==> config.mk <==
export PLATFORM = sky130hd
export DESIGN_NAME = sdbg_port
export DESIGN_NICKNAME = d
export VERILOG_FILES = /design/src/rtl/sdbg_pkg.sv /design/src/rtl/sdbg_sync.sv /design/src/rtl/sdbg_rx.sv /design/src/rtl/sdbg_tx.sv /design/src/rtl/sdbg_port.sv
export SDC_FILE = /design/constraint.sdc
export NUM_CORES = 1
export LEC_CHECK = 0
export BUFFER_PORTS_ARGS = -buffer_cell sky130_fd_sc_hd__buf_2
export CAP_MARGIN = 20
export CORE_MARGIN = 2
export CORE_UTILIZATION = 60
export DETAILED_ROUTE_END_ITERATION = 7
export GPL_ROUTABILITY_DRIVEN = 0
export PLACE_DENSITY = 0.86
export SLEW_MARGIN = 20
export SYNTH_ARGS = -nofsm -noshare
export SYNTH_HDL_FRONTEND = slang
export SYNTH_SLANG_ARGS = --single-unit
==> constraint.sdc <==
create_clock -name clk -period 3.9 [get_ports clk]
set_input_delay 0 -clock clk [delete_from_list [all_inputs] [get_ports clk]]
set_output_delay 0 -clock clk [all_outputs]
set_load 0.05 [all_outputs]
==> src/rtl/sdbg_pkg.sv <==
package sdbg_pkg;
    typedef enum logic [2:0] {
        RX_MHUNT, RX_MLOW, RX_IDLE, RX_START, RX_DATA, RX_STOP
    } rx_state_t;

    typedef enum logic [2:0] {
        CS_SYNC, CS_HDR, CS_WLO, CS_WHI, CS_RCAP, CS_TLO, CS_THI
    } cmd_state_t;

    localparam int HDR_WR_BIT = 7;
    localparam int HDR_BW_BIT = 6;
    localparam int ADDR_W     = 6;
    localparam int SYNC_ZEROS_LOG2 = 3; // low time of the sync char spans 8 bits
endpackage

==> src/rtl/sdbg_sync.sv <==
module sdbg_sync #(
    parameter int STAGES = 2
) (
    input  logic clk,
    input  logic rst_n,
    input  logic din,
    output logic dout
);
    generate
        if (STAGES == 0) begin : g_bypass
            assign dout = din;
        end else begin : g_chain
            logic [STAGES-1:0] r;
            always_ff @(posedge clk or negedge rst_n) begin
                if (!rst_n) begin
                    r <= '1;
                end else begin
                    r[0] <= din;
                    for (int i = 1; i < STAGES; i++) r[i] <= r[i-1];
                end
            end
            assign dout = r[STAGES-1];
        end
    endgenerate
endmodule

==> src/rtl/sdbg_rx.sv <==
module sdbg_rx import sdbg_pkg::*; #(
    parameter int CNT_W     = 16,
    parameter bit AUTO_SYNC = 1'b1,
    parameter int FIXED_DIV = 9
) (
    input  logic             clk,
    input  logic             rst_n,
    input  logic             rx,
    output logic             byte_vld,
    output logic [7:0]       byte_out,
    output logic [CNT_W-1:0] bit_len,
    output logic             locked
);
    localparam logic [CNT_W-1:0] ONE     = CNT_W'(1);
    localparam logic [CNT_W-1:0] FIX_LEN = CNT_W'(FIXED_DIV + 1);

    rx_state_t        st;
    logic [CNT_W-1:0] cnt;
    logic [CNT_W-1:0] half;
    logic [7:0]       sh;
    logic [2:0]       nbit;
    logic             rx_q;

    assign half = bit_len >> 1;

    always_ff @(posedge clk or negedge rst_n) begin
        if (!rst_n) begin
            st       <= AUTO_SYNC ? RX_MHUNT : RX_IDLE;
            cnt      <= '0;
            bit_len  <= FIX_LEN;
            locked   <= !AUTO_SYNC;
            sh       <= '0;
            nbit     <= '0;
            rx_q     <= 1'b1;
            byte_vld <= 1'b0;
            byte_out <= '0;
        end else begin
            rx_q     <= rx;
            byte_vld <= 1'b0;
            unique case (st)
                RX_MHUNT: if (!rx) begin
                    cnt <= ONE;
                    st  <= RX_MLOW;
                end
                RX_MLOW: if (!rx) begin
                    if (cnt != '1) cnt <= cnt + ONE;
                end else begin
                    bit_len <= cnt >> SYNC_ZEROS_LOG2;
                    locked  <= 1'b1;
                    st      <= RX_IDLE;
                end
                RX_IDLE: if (!rx && rx_q) begin
                    cnt <= '0;
                    st  <= RX_START;
                end
                RX_START: if (cnt == half) begin
                    cnt  <= '0;
                    nbit <= '0;
                    st   <= rx ? RX_IDLE : RX_DATA;
                end else begin
                    cnt <= cnt + ONE;
                end
                RX_DATA: if (cnt == bit_len - ONE) begin
                    cnt <= '0;
                    sh  <= {rx, sh[7:1]};
                    if (nbit == 3'd7) st <= RX_STOP;
                    else              nbit <= nbit + 3'd1;
                end else begin
                    cnt <= cnt + ONE;
                end
                RX_STOP: if (cnt == bit_len - ONE) begin
                    cnt <= '0;
                    st  <= RX_IDLE;
                    if (rx) begin
                        byte_vld <= 1'b1;
                        byte_out <= sh;
                    end
                end else begin
                    cnt <= cnt + ONE;
                end
                default: st <= RX_IDLE;
            endcase
        end
    end
endmodule

==> src/rtl/sdbg_tx.sv <==
module sdbg_tx #(
    parameter int CNT_W = 16
) (
    input  logic             clk,
    input  logic             rst_n,
    input  logic [CNT_W-1:0] bit_len,
    input  logic             go,
    input  logic [7:0]       din,
    output logic             txd,
    output logic             done
);
    localparam logic [CNT_W-1:0] ONE = CNT_W'(1);
    localparam int FRAME_BITS = 10;

    logic [FRAME_BITS-1:0] sh;
    logic [CNT_W-1:0]      cnt;
    logic [3:0]            nbit;
    logic                  busy;

    always_ff @(posedge clk or negedge rst_n) begin
        if (!rst_n) begin
            sh   <= '1;
            cnt  <= '0;
            nbit <= '0;
            busy <= 1'b0;
            done <= 1'b0;
        end else begin
            done <= 1'b0;
            if (!busy) begin
                if (go) begin
                    sh   <= {1'b1, din, 1'b0};
                    cnt  <= '0;
                    nbit <= '0;
                    busy <= 1'b1;
                end
            end else if (cnt == bit_len - ONE) begin
                cnt <= '0;
                sh  <= {1'b1, sh[FRAME_BITS-1:1]};
                if (nbit == 4'(FRAME_BITS - 1)) begin
                    busy <= 1'b0;
                    done <= 1'b1;
                end else begin
                    nbit <= nbit + 4'd1;
                end
            end else begin
                cnt <= cnt + ONE;
            end
        end
    end

    assign txd = sh[0];
endmodule

==> src/rtl/sdbg_port.sv <==
module sdbg_port import sdbg_pkg::*; #(
    parameter int CNT_W       = 16,
    parameter bit AUTO_SYNC   = 1'b1,
    parameter int FIXED_DIV   = 9,
    parameter int SYNC_STAGES = 2
) (
    input  logic              clk,
    input  logic              rst_n,
    input  logic              rxd,
    output logic              txd,
    output logic              baud_locked,
    output logic              cmd_valid,
    output logic              cmd_write,
    output logic              cmd_byte,
    output logic [ADDR_W-1:0] cmd_addr,
    output logic              wr_valid,
    output logic [15:0]       wr_data,
    input  logic [15:0]       rd_data
);
    logic             rx_s;
    logic             rx_vld;
    logic [7:0]       rx_byte;
    logic [CNT_W-1:0] bit_len;
    logic             tx_go;
    logic             tx_done;
    logic [7:0]       tx_byte;
    logic [7:0]       wr_lo;
    logic [7:0]       rd_hi;

    cmd_state_t st, st_nx;

    sdbg_sync #(.STAGES(SYNC_STAGES)) u_sync (
        .clk(clk), .rst_n(rst_n), .din(rxd), .dout(rx_s)
    );

    sdbg_rx #(.CNT_W(CNT_W), .AUTO_SYNC(AUTO_SYNC), .FIXED_DIV(FIXED_DIV)) u_rx (
        .clk(clk), .rst_n(rst_n), .rx(rx_s), .byte_vld(rx_vld),
        .byte_out(rx_byte), .bit_len(bit_len), .locked(baud_locked)
    );

    sdbg_tx #(.CNT_W(CNT_W)) u_tx (
        .clk(clk), .rst_n(rst_n), .bit_len(bit_len), .go(tx_go),
        .din(tx_byte), .txd(txd), .done(tx_done)
    );

    always_comb begin
        st_nx = st;
        unique case (st)
            CS_SYNC: if (baud_locked) st_nx = CS_HDR;
            CS_HDR:  if (rx_vld) st_nx = rx_byte[HDR_WR_BIT] ? CS_WLO : CS_RCAP;
            CS_WLO:  if (rx_vld) st_nx = cmd_byte ? CS_HDR : CS_WHI;
            CS_WHI:  if (rx_vld) st_nx = CS_HDR;
            CS_RCAP: st_nx = CS_TLO;
            CS_TLO:  if (tx_done) st_nx = cmd_byte ? CS_HDR : CS_THI;
            CS_THI:  if (tx_done) st_nx = CS_HDR;
            default: st_nx = CS_SYNC;
        endcase
    end

    always_ff @(posedge clk or negedge rst_n) begin
        if (!rst_n) st <= CS_SYNC;
        else        st <= st_nx;
    end

    always_ff @(posedge clk or negedge rst_n) begin
        if (!rst_n) begin
            cmd_valid <= 1'b0;
            cmd_write <= 1'b0;
            cmd_byte  <= 1'b0;
            cmd_addr  <= '0;
            wr_valid  <= 1'b0;
            wr_data   <= '0;
            wr_lo     <= '0;
            rd_hi     <= '0;
            tx_go     <= 1'b0;
            tx_byte   <= '0;
        end else begin
            cmd_valid <= 1'b0;
            wr_valid  <= 1'b0;
            tx_go     <= 1'b0;
            unique case (st)
                CS_HDR: if (rx_vld) begin
                    cmd_valid <= 1'b1;
                    cmd_write <= rx_byte[HDR_WR_BIT];
                    cmd_byte  <= rx_byte[HDR_BW_BIT];
                    cmd_addr  <= rx_byte[ADDR_W-1:0];
                end
                CS_WLO: if (rx_vld) begin
                    if (cmd_byte) begin
                        wr_valid <= 1'b1;
                        wr_data  <= {8'h00, rx_byte};
                    end else begin
                        wr_lo <= rx_byte;
                    end
                end
                CS_WHI: if (rx_vld) begin
                    wr_valid <= 1'b1;
                    wr_data  <= {rx_byte, wr_lo};
                end
                CS_RCAP: begin
                    tx_go   <= 1'b1;
                    tx_byte <= rd_data[7:0];
                    rd_hi   <= rd_data[15:8];
                end
                CS_TLO: if (tx_done && !cmd_byte) begin
                    tx_go   <= 1'b1;
                    tx_byte <= rd_hi;
                end
                default: ;
            endcase
        end
    end
endmodule

Yosys cells after proc, flatten, opt, wreduce, memory -nomap -nowiden. Index checks and enable logic that the tools add are counted.

Add/sub/neg operators: 5. Multiply operators: 0. Div/mod/pow operators: 0. Order comparisons: 0. Eq/ne operators: 37. Shifts and indexed selects: 0. Muxes and demuxes: 63. Bitwise gates (word level): 1. Reductions and logical operators: 25.

Operators by type and width (count): $mux W16 (12); $pmux W16 S5 (1); $mux W3 (19); $add A16 B1 Y16 const B (2); $eq A16 B16 Y1 (2); $pmux W16 S2 (1); $mux W10 (3); $ne A2 B1 Y1 const B (12); $pmux W3 S7 (1); $eq A3 B3 Y1 const B (6); $pmux W3 S6 (1); $eq A16 B12 Y1 (1); $mux W4 (4); $ne A16 B16 Y1 const B (1); $ne A2 B2 Y1 const B (8); $pmux W8 S2 (1); $mux W1 (15); $sub A13 B1 Y14 const B (1); $eq A3 B2 Y1 const B (4); $reduce_and A2 Y1 (5); $reduce_and A3 Y1 (3); $mux W8 (1); $reduce_and A4 Y1 (2); $reduce_bool A2 Y1 (4); 16 further kinds (21).

Register bits after elaboration: 142. Latch bits: 0. Bits in writable memories: 0. ROM bits: 0. Bits of input ports: 19. Output and inout port bits: 28. Logic and storage cells: 157. Memories kept: 0.

Logic depth before layout (Yosys ltp). Gate-level depths: netlist of run 1.

Depth after elaboration: 4. Gate-level depth with buffers: 13. Depth with buffers taken out: 9.

Hierarchy. Synthesis of run 1 repeated with hierarchy kept, for this count alone.

Cell total of the unflattened synthesis: 827. Area, all modules: 8097.8 um^2.

By module, submodules not included: sdbg_rx (instances 1, cells each 353, area an instance 3345.7 um^2, seq. area each 1355.0 um^2); sdbg_tx (instances 1, cells each 277, area an instance 2411.1 um^2, seq. area each 787.0 um^2); sdbg_port (instances 1, cells each 195, area an instance 2288.4 um^2, seq. area each 1351.3 um^2); sdbg_sync (instances 1, cells each 2, area an instance 52.6 um^2, seq. area each 52.6 um^2).

Worst setup path before layout of run 1. Ideal clock, no wire load.

Path type: register to register. Start point: register u_rx.bit_len[0]. End point: register u_rx.cnt[3]. Setup time: 0.137 ns. Arrival: 3.086 ns. Data required time: 3.763 ns. Setup slack: 0.678 ns. Cell stages (with the launch flop): 13. Path buffers: 3. Clock period less this slack: 3.222 ns. Cell sequence: dfrtp_1 clkbuf_1 inv_1 ha_1 or4b_1 buf_2 nor4_4 xnor2_1 nand4_1 nor4_4 o211a_1 buf_2 o22ai_1.

Word-level cells in the longest chain between the ends: 4.

RTL lines: start: declaration (line sdbg_rx.sv:11) `output logic [CNT_W-1:0] bit_len,`; start signal: assignment (line sdbg_rx.sv:48) `bit_len <= cnt >> SYNC_ZEROS_LOG2;`; $sub A13 B1 Y14 (line sdbg_rx.sv:63, sdbg_rx.sv:71); $eq A16 B16 Y1 (line sdbg_rx.sv:63, sdbg_rx.sv:71); $mux W16 (line sdbg_rx.sv:63, sdbg_rx.sv:71); $pmux W16 S5 (line sdbg_rx.sv:40) `unique case (st)`; end signal: assignment (line sdbg_rx.sv:46) `if (cnt != '1) cnt <= cnt + ONE;`; end signal: assignment (line sdbg_rx.sv:61) `cnt <= cnt + ONE;`; end signal: assignment (line sdbg_rx.sv:69) `cnt <= cnt + ONE;`; end: declaration (line sdbg_rx.sv:18) `logic [CNT_W-1:0] cnt;`.

No other way between the ends. A chain may end at the register's enable or synchronous reset.

Worst setup path after layout of run 1.
Start point: register u_rx.bit_len[0]. End point: register u_rx.cnt[12].

Same word-level chain as after synthesis.

==> run metrics, run 1 <==
status completed; Period minus WS final 3.55 ns; RR Endpoint u_rx.cnt[12]$_DFFE_PN0P_; Placed Cells 959; overall routing resource usage 0.307; CTS max path bufs 2; Crit path arrival time 3.84 ns; I/O Pins 47; Final Worst Setup Slack 0.352 ns; share of the synthesized area in the top cell type 0.410; Non-Filler Instances 1009; Post-CTS Setup Bufs 0; max-cap viol count 0; Unique masters post-synth 68; DRC errors left 0; final setup fails 0; largest net degree at the start of global routing 104; Initial DRC Count 700; #FFs+latches synth 141; Async S/R FF share, synth 1.00; via count 6702; row cnt 41; EDFF count, synth 0; Post-Synthesis Cells 790; drt first pass iters 8; RSZ-0062 raised after global routing no; switch share 0.287; antenna-violating nets left 0; final WL 20600 um; syn avg cell area 9.81 um2; Worst Hold Class input port to register; Clock Latency Late Sink 0.44 ns; syn_nets 816; first-pass GRT wire length 34300 um; H-tree depth 4; Static Leakage 4.09 nW; Clock Power Share 0.458; Die Y 118 um; Synth top cells by count dfrtp_1, nand2_1, clkbuf_1; Crit Path Max Fanout 14; Worst Max-Slew Pin Slew 0.914 ns; Post-layout nets 850; r2r worst-path depth 10; clk_skew 0.0151 ns; maximum VDD drop 0.387 mV; core area 12600 um2; Filler Cell Count 827; worst hold endpoint u_sync.g_chain.r[0]$_DFF_PN1_; Final Max Slew Viols 0; die width 118 um; Worst Setup End Kind register; Critical Path RT 4.19 ns; antenna violations before repair 0; Rel. slew slack 0.391; TritonCTS buffer count 17; via/cell ratio 6.64; Hold Path Depth 2; P_sw 1.05 mW; TritonCTS clock tree yes; ANT cells 0; GRT overflow 0; clock slew at reported path FFs 0.06 ns; PortBufs 46; vias in the first global route 6637; sequential power share 0.430; layout cells sized above 1 0.203; Cell Int Power 2.61 mW; crit path kind register to register; synthesized area 7750 um2; hpwl dp 12100 um; Fin. Hold Viols 0; synthesis-to-finish area growth 14.3%; ys flop type dfrtp_1; Yosys warning total 0; dominant cells by area after synthesis dfrtp_1, mux2_2, dfstp_2; Tcrit/Tclk final 0.910; sequential element share of the synthesized area 0.458; pwr dens 413 nW/um2; Initial Utilization 0.614; r2r setup slk 0.35 ns; clk sinks 141; die area 13800 um2; Root Driver clkbuf_16; setup TNS 0 ns; FF-to-FF Start u_rx.bit_len[0]$_DFFE_PN0P_; fmax 0.282 GHz; min-delay src rxd; WL/cell 20.4 um; combinational power share 0.112; top-count cell post-synth dfrtp_1; startpoint types register; dpl ws 0.421 ns; leading area contributor after synthesis dfrtp_1
[what timing repair did]
action,4_1_cts,5_1_grt
hold endpoints to repair,110,0
gates resized for setup,0,0
hold buffers,18,0
[stage by stage]
stage | utilization | power [mW] | hold slack, ns | instance area [um2]
floorplan | - | 1.86 | -0.296 | 7750
global placement | 0.638 | 1.95 | 0.106 | 8060
detailed placement | 0.639 | 1.97 | 0.108 | 8060
CTS | 0.701 | 3.63 | 0.201 | 8840
global route | 0.702 | 3.76 | 0.227 | 8860
finish | 0.702 | 3.65 | 0.205 | 8860
[logic make-up (layout without fill, tap and decap cells)]
family          Yosys count  count (layout)  share of synthesized area
simple gates            277             277                      0.192
compound gates          159             159                      0.138
flops                   141             141                      0.458
buf+inv                  87             134                     0.0429
mux                      69              69                     0.0965
xor+xnor                 50              50                     0.0620
fa+ha+maj                 7               7                     0.0113
[power by group through the flow]
stage	Clock [mW]	Sequential, mW	Combinational [mW]
after floorplan	0	1.56	0.296
after global placement	0	1.59	0.362
after detailed placement	0	1.59	0.380
after CTS	1.67	1.57	0.400
final	1.67	1.57	0.410
after global routing	1.73	1.57	0.455
[per-layer routing]
metal	GRT usage	wire length (um)	up-vias
li1	-	-	2923
met1	0.387	7880	3287
met2	0.513	10400	398
met3	0.0678	1560	94
met4	0.130	767	0
met5	0	0	-
[flip-flops by register name (all words and copies together), names as in the netlist, 2 cells and up]
name,cells
cmd_addr,6
rd_hi,8
st,3
tx_byte,8
u_rx.bit_len,13
u_rx.byte_out,8
u_rx.cnt,16
u_rx.nbit,3
u_rx.sh,8
u_rx.st,3
u_sync.g_chain.r,2
u_tx.cnt,16
u_tx.nbit,4
u_tx.sh,9
wr_data,16
wr_lo,8
[worst max path at each step]
stage / from / to / depth (start not counted)
2_1_floorplan: u_rx.bit_len[0]$_DFFE_PN0P_ / u_rx.cnt[3]$_DFFE_PN0P_ / 12
3_3_place_gp: u_rx.bit_len[0]$_DFFE_PN0P_ / u_rx.cnt[12]$_DFFE_PN0P_ / 10
3_5_place_dp: u_rx.bit_len[0]$_DFFE_PN0P_ / u_rx.cnt[12]$_DFFE_PN0P_ / 10
4_1_cts: u_rx.bit_len[0]$_DFFE_PN0P_ / u_rx.cnt[12]$_DFFE_PN0P_ / 10
5_1_grt: u_rx.bit_len[0]$_DFFE_PN0P_ / u_rx.cnt[14]$_DFFE_PN0P_ / 10
6_report: u_rx.bit_len[0]$_DFFE_PN0P_ / u_rx.cnt[12]$_DFFE_PN0P_ / 10
[cell type report]
class                      instances  area [um2]  area share
clock inverter                    15         171      0.0194
multi-input combinational        562        3910       0.441
inverter                          29         109      0.0123
timing repair buffer              73         484      0.0547
tap                              172         215      0.0243
clock buffer                      17         425      0.0480
sequential                       141        3550       0.400
[placed cells by master, fill, tap and decap left out, types with 14 or more instances in the layout]
master / synthesis / layout
dfrtp_1: 127 / 127
mux2i_1: 23 / 23
nand3_1: 40 / 40
nand4_1: 19 / 19
nor2_1: 42 / 42
dlygate4sd3_1: 0 / 18
mux2_2: 46 / 46
nand2b_1: 14 / 14
clkbuf_16: 0 / 17
xnor2_1: 36 / 36
buf_2: 5 / 45
nand2_1: 72 / 72
dfstp_2: 14 / 14
o22ai_1: 16 / 16
o21ai_0: 48 / 48
inv_1: 29 / 29
[worst max-delay path, stage by stage, from the launching register on]
cell	delay, ns
dfrtp_1	0.47
inv_1	0.12
ha_1	0.26
or4b_1	0.66
nor4_4	0.39
xnor2_1	0.18
nand4_1	0.18
nor4_4	0.31
buf_4	0.22
o211a_1	0.45
o21ai_0	0.17
Note: power is estimated with default switching activity, not from simulation.
==> run 2: changes to the inputs <==
--- a/config.mk
+++ b/config.mk
@@ -7,6 +7,7 @@
 export LEC_CHECK = 0
 export BUFFER_PORTS_ARGS = -buffer_cell sky130_fd_sc_hd__buf_2
 export CAP_MARGIN = 20
+export CORE_ASPECT_RATIO = 0.5
 export CORE_MARGIN = 2
 export CORE_UTILIZATION = 60
 export DETAILED_ROUTE_END_ITERATION = 7
==> run 2 against run 1 <==
  * Critical path depth did not move
  * Setup slack worse by 0.11 ns
  * Clock skew about the same
  * Clock power about the same
  * First-iteration DRC count rose by 40%
  * Core utilization increased by 0.39 points
  * Critical path type unchanged
  * Critical endpoint is now u_rx.cnt[14]$_DFFE_PN0P_
  * Largest cell class unchanged
==> run metrics, run 2 (synthesis gave the netlist of run 1 again) <==
RR Endpoint u_rx.cnt[14]$_DFFE_PN0P_; Worst Max-Slew Pin Slew 0.987 ns; max-cap viol count 0; via count 6756; FF-to-FF Start u_rx.bit_len[0]$_DFFE_PN0P_; Rel. slew slack 0.342; worst hold endpoint u_sync.g_chain.r[0]$_DFF_PN1_; Initial Utilization 0.614; P_sw 1.09 mW; clock slew at reported path FFs 0.07 ns; worst path cell trace inv_1 -> ha_1 -> nor4b_2 -> o311ai_0 -> o21ai_0 -> nand4_1 -> nor4_4 -> buf_4 -> o211a_1 -> o21ai_0; setup TNS 0 ns; r2r worst-path depth 10; GRT overflow 0; hpwl dp 12000 um; I/O Pins 47; PortBufs 46; most frequent cells in the layout dfrtp_1, nand2_1, o21ai_0, mux2_2, buf_2; row cnt 29; maximum VDD drop 0.321 mV; drt first pass iters 6; r2r setup slk 0.24 ns; largest net degree at the start of global routing 113; core area 12600 um2; Clock Power Share 0.458; Non-Filler Instances 1014; grt met1 use 0.417; pwr dens 412 nW/um2; fmax 0.274 GHz; Worst Hold Class input port to register; CTS max path bufs 2; die width 165 um; Crit path arrival time 3.94 ns; Final Max Slew Viols 0; RSZ-0062 raised after global routing no; TritonCTS buffer count 17; min-delay src rxd; die area 13900 um2; Placed Cells 963; Die Y 84.4 um; clk_skew 0.0153 ns; Period minus WS final 3.66 ns; status completed; met2 Use GR 0.493; Clock Latency Late Sink 0.43 ns; DRC errors left 0; Root Driver clkbuf_16; WL/cell 20.5 um; Critical Path Max Stage Delay 0.71 ns; layout cells sized above 1 0.210; H-tree depth 4; Tcrit/Tclk final 0.937; most common cell after layout, fill and taps aside dfrtp_1; Post-layout nets 857; Max stage delay cell, worst path nor4b_2; antenna violations before repair 0; top flop regs u_rx.cnt x16, u_tx.cnt x16, wr_data x16; met3 Usage GRT 0.0657; crit path kind register to register; Static Leakage 4.13 nW; TritonCTS clock tree yes; antenna-violating nets left 0; switch share 0.298; synthesis-to-finish area growth 15.0%; ANT cells 0; clk sinks 141; vias in the first global route 6614; most used cell, CP o21ai_0; first-pass GRT wire length 34000 um; total power 3.67 mW; overall routing resource usage 0.311; CTS resizes 0; final WL 20800 um; Cell Int Power 2.58 mW; Critical Path RT 4.19 ns; startpoint types register; combinational power share 0.114; Initial DRC Count 981; Fin. Hold Viols 0; final setup fails 0; busiest grt layer met2; Hold Path Depth 2; Worst Setup End Kind register; via/cell ratio 6.66; sequential power share 0.427; Crit Path Max Fanout 14
run 2: timing repair:
item	CTS	global route
hold buffers	18	0
buffers inserted	0	0
endpoints found under the hold margin	119	0
run 2: per-stage QoR:
stage	cell area [um2]	worst slack, ns	hold WS (ns)	util
2_1_floorplan	7750	0.678	-0.296	-
3_5_place_dp	8100	0.386	0.107	0.641
4_1_cts	8890	0.344	0.210	0.704
6_report	8910	0.244	0.220	0.706
5_1_grt	8910	0.0414	0.244	0.706
3_3_place_gp	8100	0.564	0.105	0.641
run 2: metal layers:
metal,part of all wire,up-vias
met2,0.47,500
met1,0.40,3219
met4,0.032,0
met3,0.097,88
met5,0,-
li1,-,2949
run 2: layout make-up:
type,instances,area (um2)
Clock buffer,18,439
Clock inverter,14,169
Fill cell,788,3710
Inverter,29,109
Multi-Input combinational cell,562,3900
Sequential cell,141,3550
Tap cell,170,213
Timing Repair Buffer,80,537
run 2: critical path: cells and delay by family (launching register included):
family	cells	cell delay (ns)
buf+inv	2	0.35
flops	1	0.48
fa+ha+maj	1	0.28
compound gates	4	1.21
simple gates	3	1.19
run 2: power groups by stage:
stage / Sequential (mW) / Clock (mW) / Combinational, mW
floorplan: 1.56 / 0 / 0.296
global placement: 1.59 / 0 / 0.372
detailed placement: 1.59 / 0 / 0.387
CTS: 1.57 / 1.67 / 0.413
global route: 1.57 / 1.74 / 0.457
finish: 1.57 / 1.68 / 0.419
run 2: worst max-delay path by stage:
stage,start,slack [ns],end
after floorplan,u_rx.bit_len[0]$_DFFE_PN0P_,0.68,u_rx.cnt[3]$_DFFE_PN0P_
after global placement,u_rx.bit_len[0]$_DFFE_PN0P_,0.56,u_rx.cnt[10]$_DFFE_PN0P_
after detailed placement,u_rx.bit_len[0]$_DFFE_PN0P_,0.39,u_rx.cnt[10]$_DFFE_PN0P_
after CTS,u_rx.bit_len[0]$_DFFE_PN0P_,0.34,u_rx.cnt[14]$_DFFE_PN0P_
after global routing,u_rx.bit_len[0]$_DFFE_PN0P_,0.04,u_rx.cnt[14]$_DFFE_PN0P_
final,u_rx.bit_len[0]$_DFFE_PN0P_,0.24,u_rx.cnt[14]$_DFFE_PN0P_
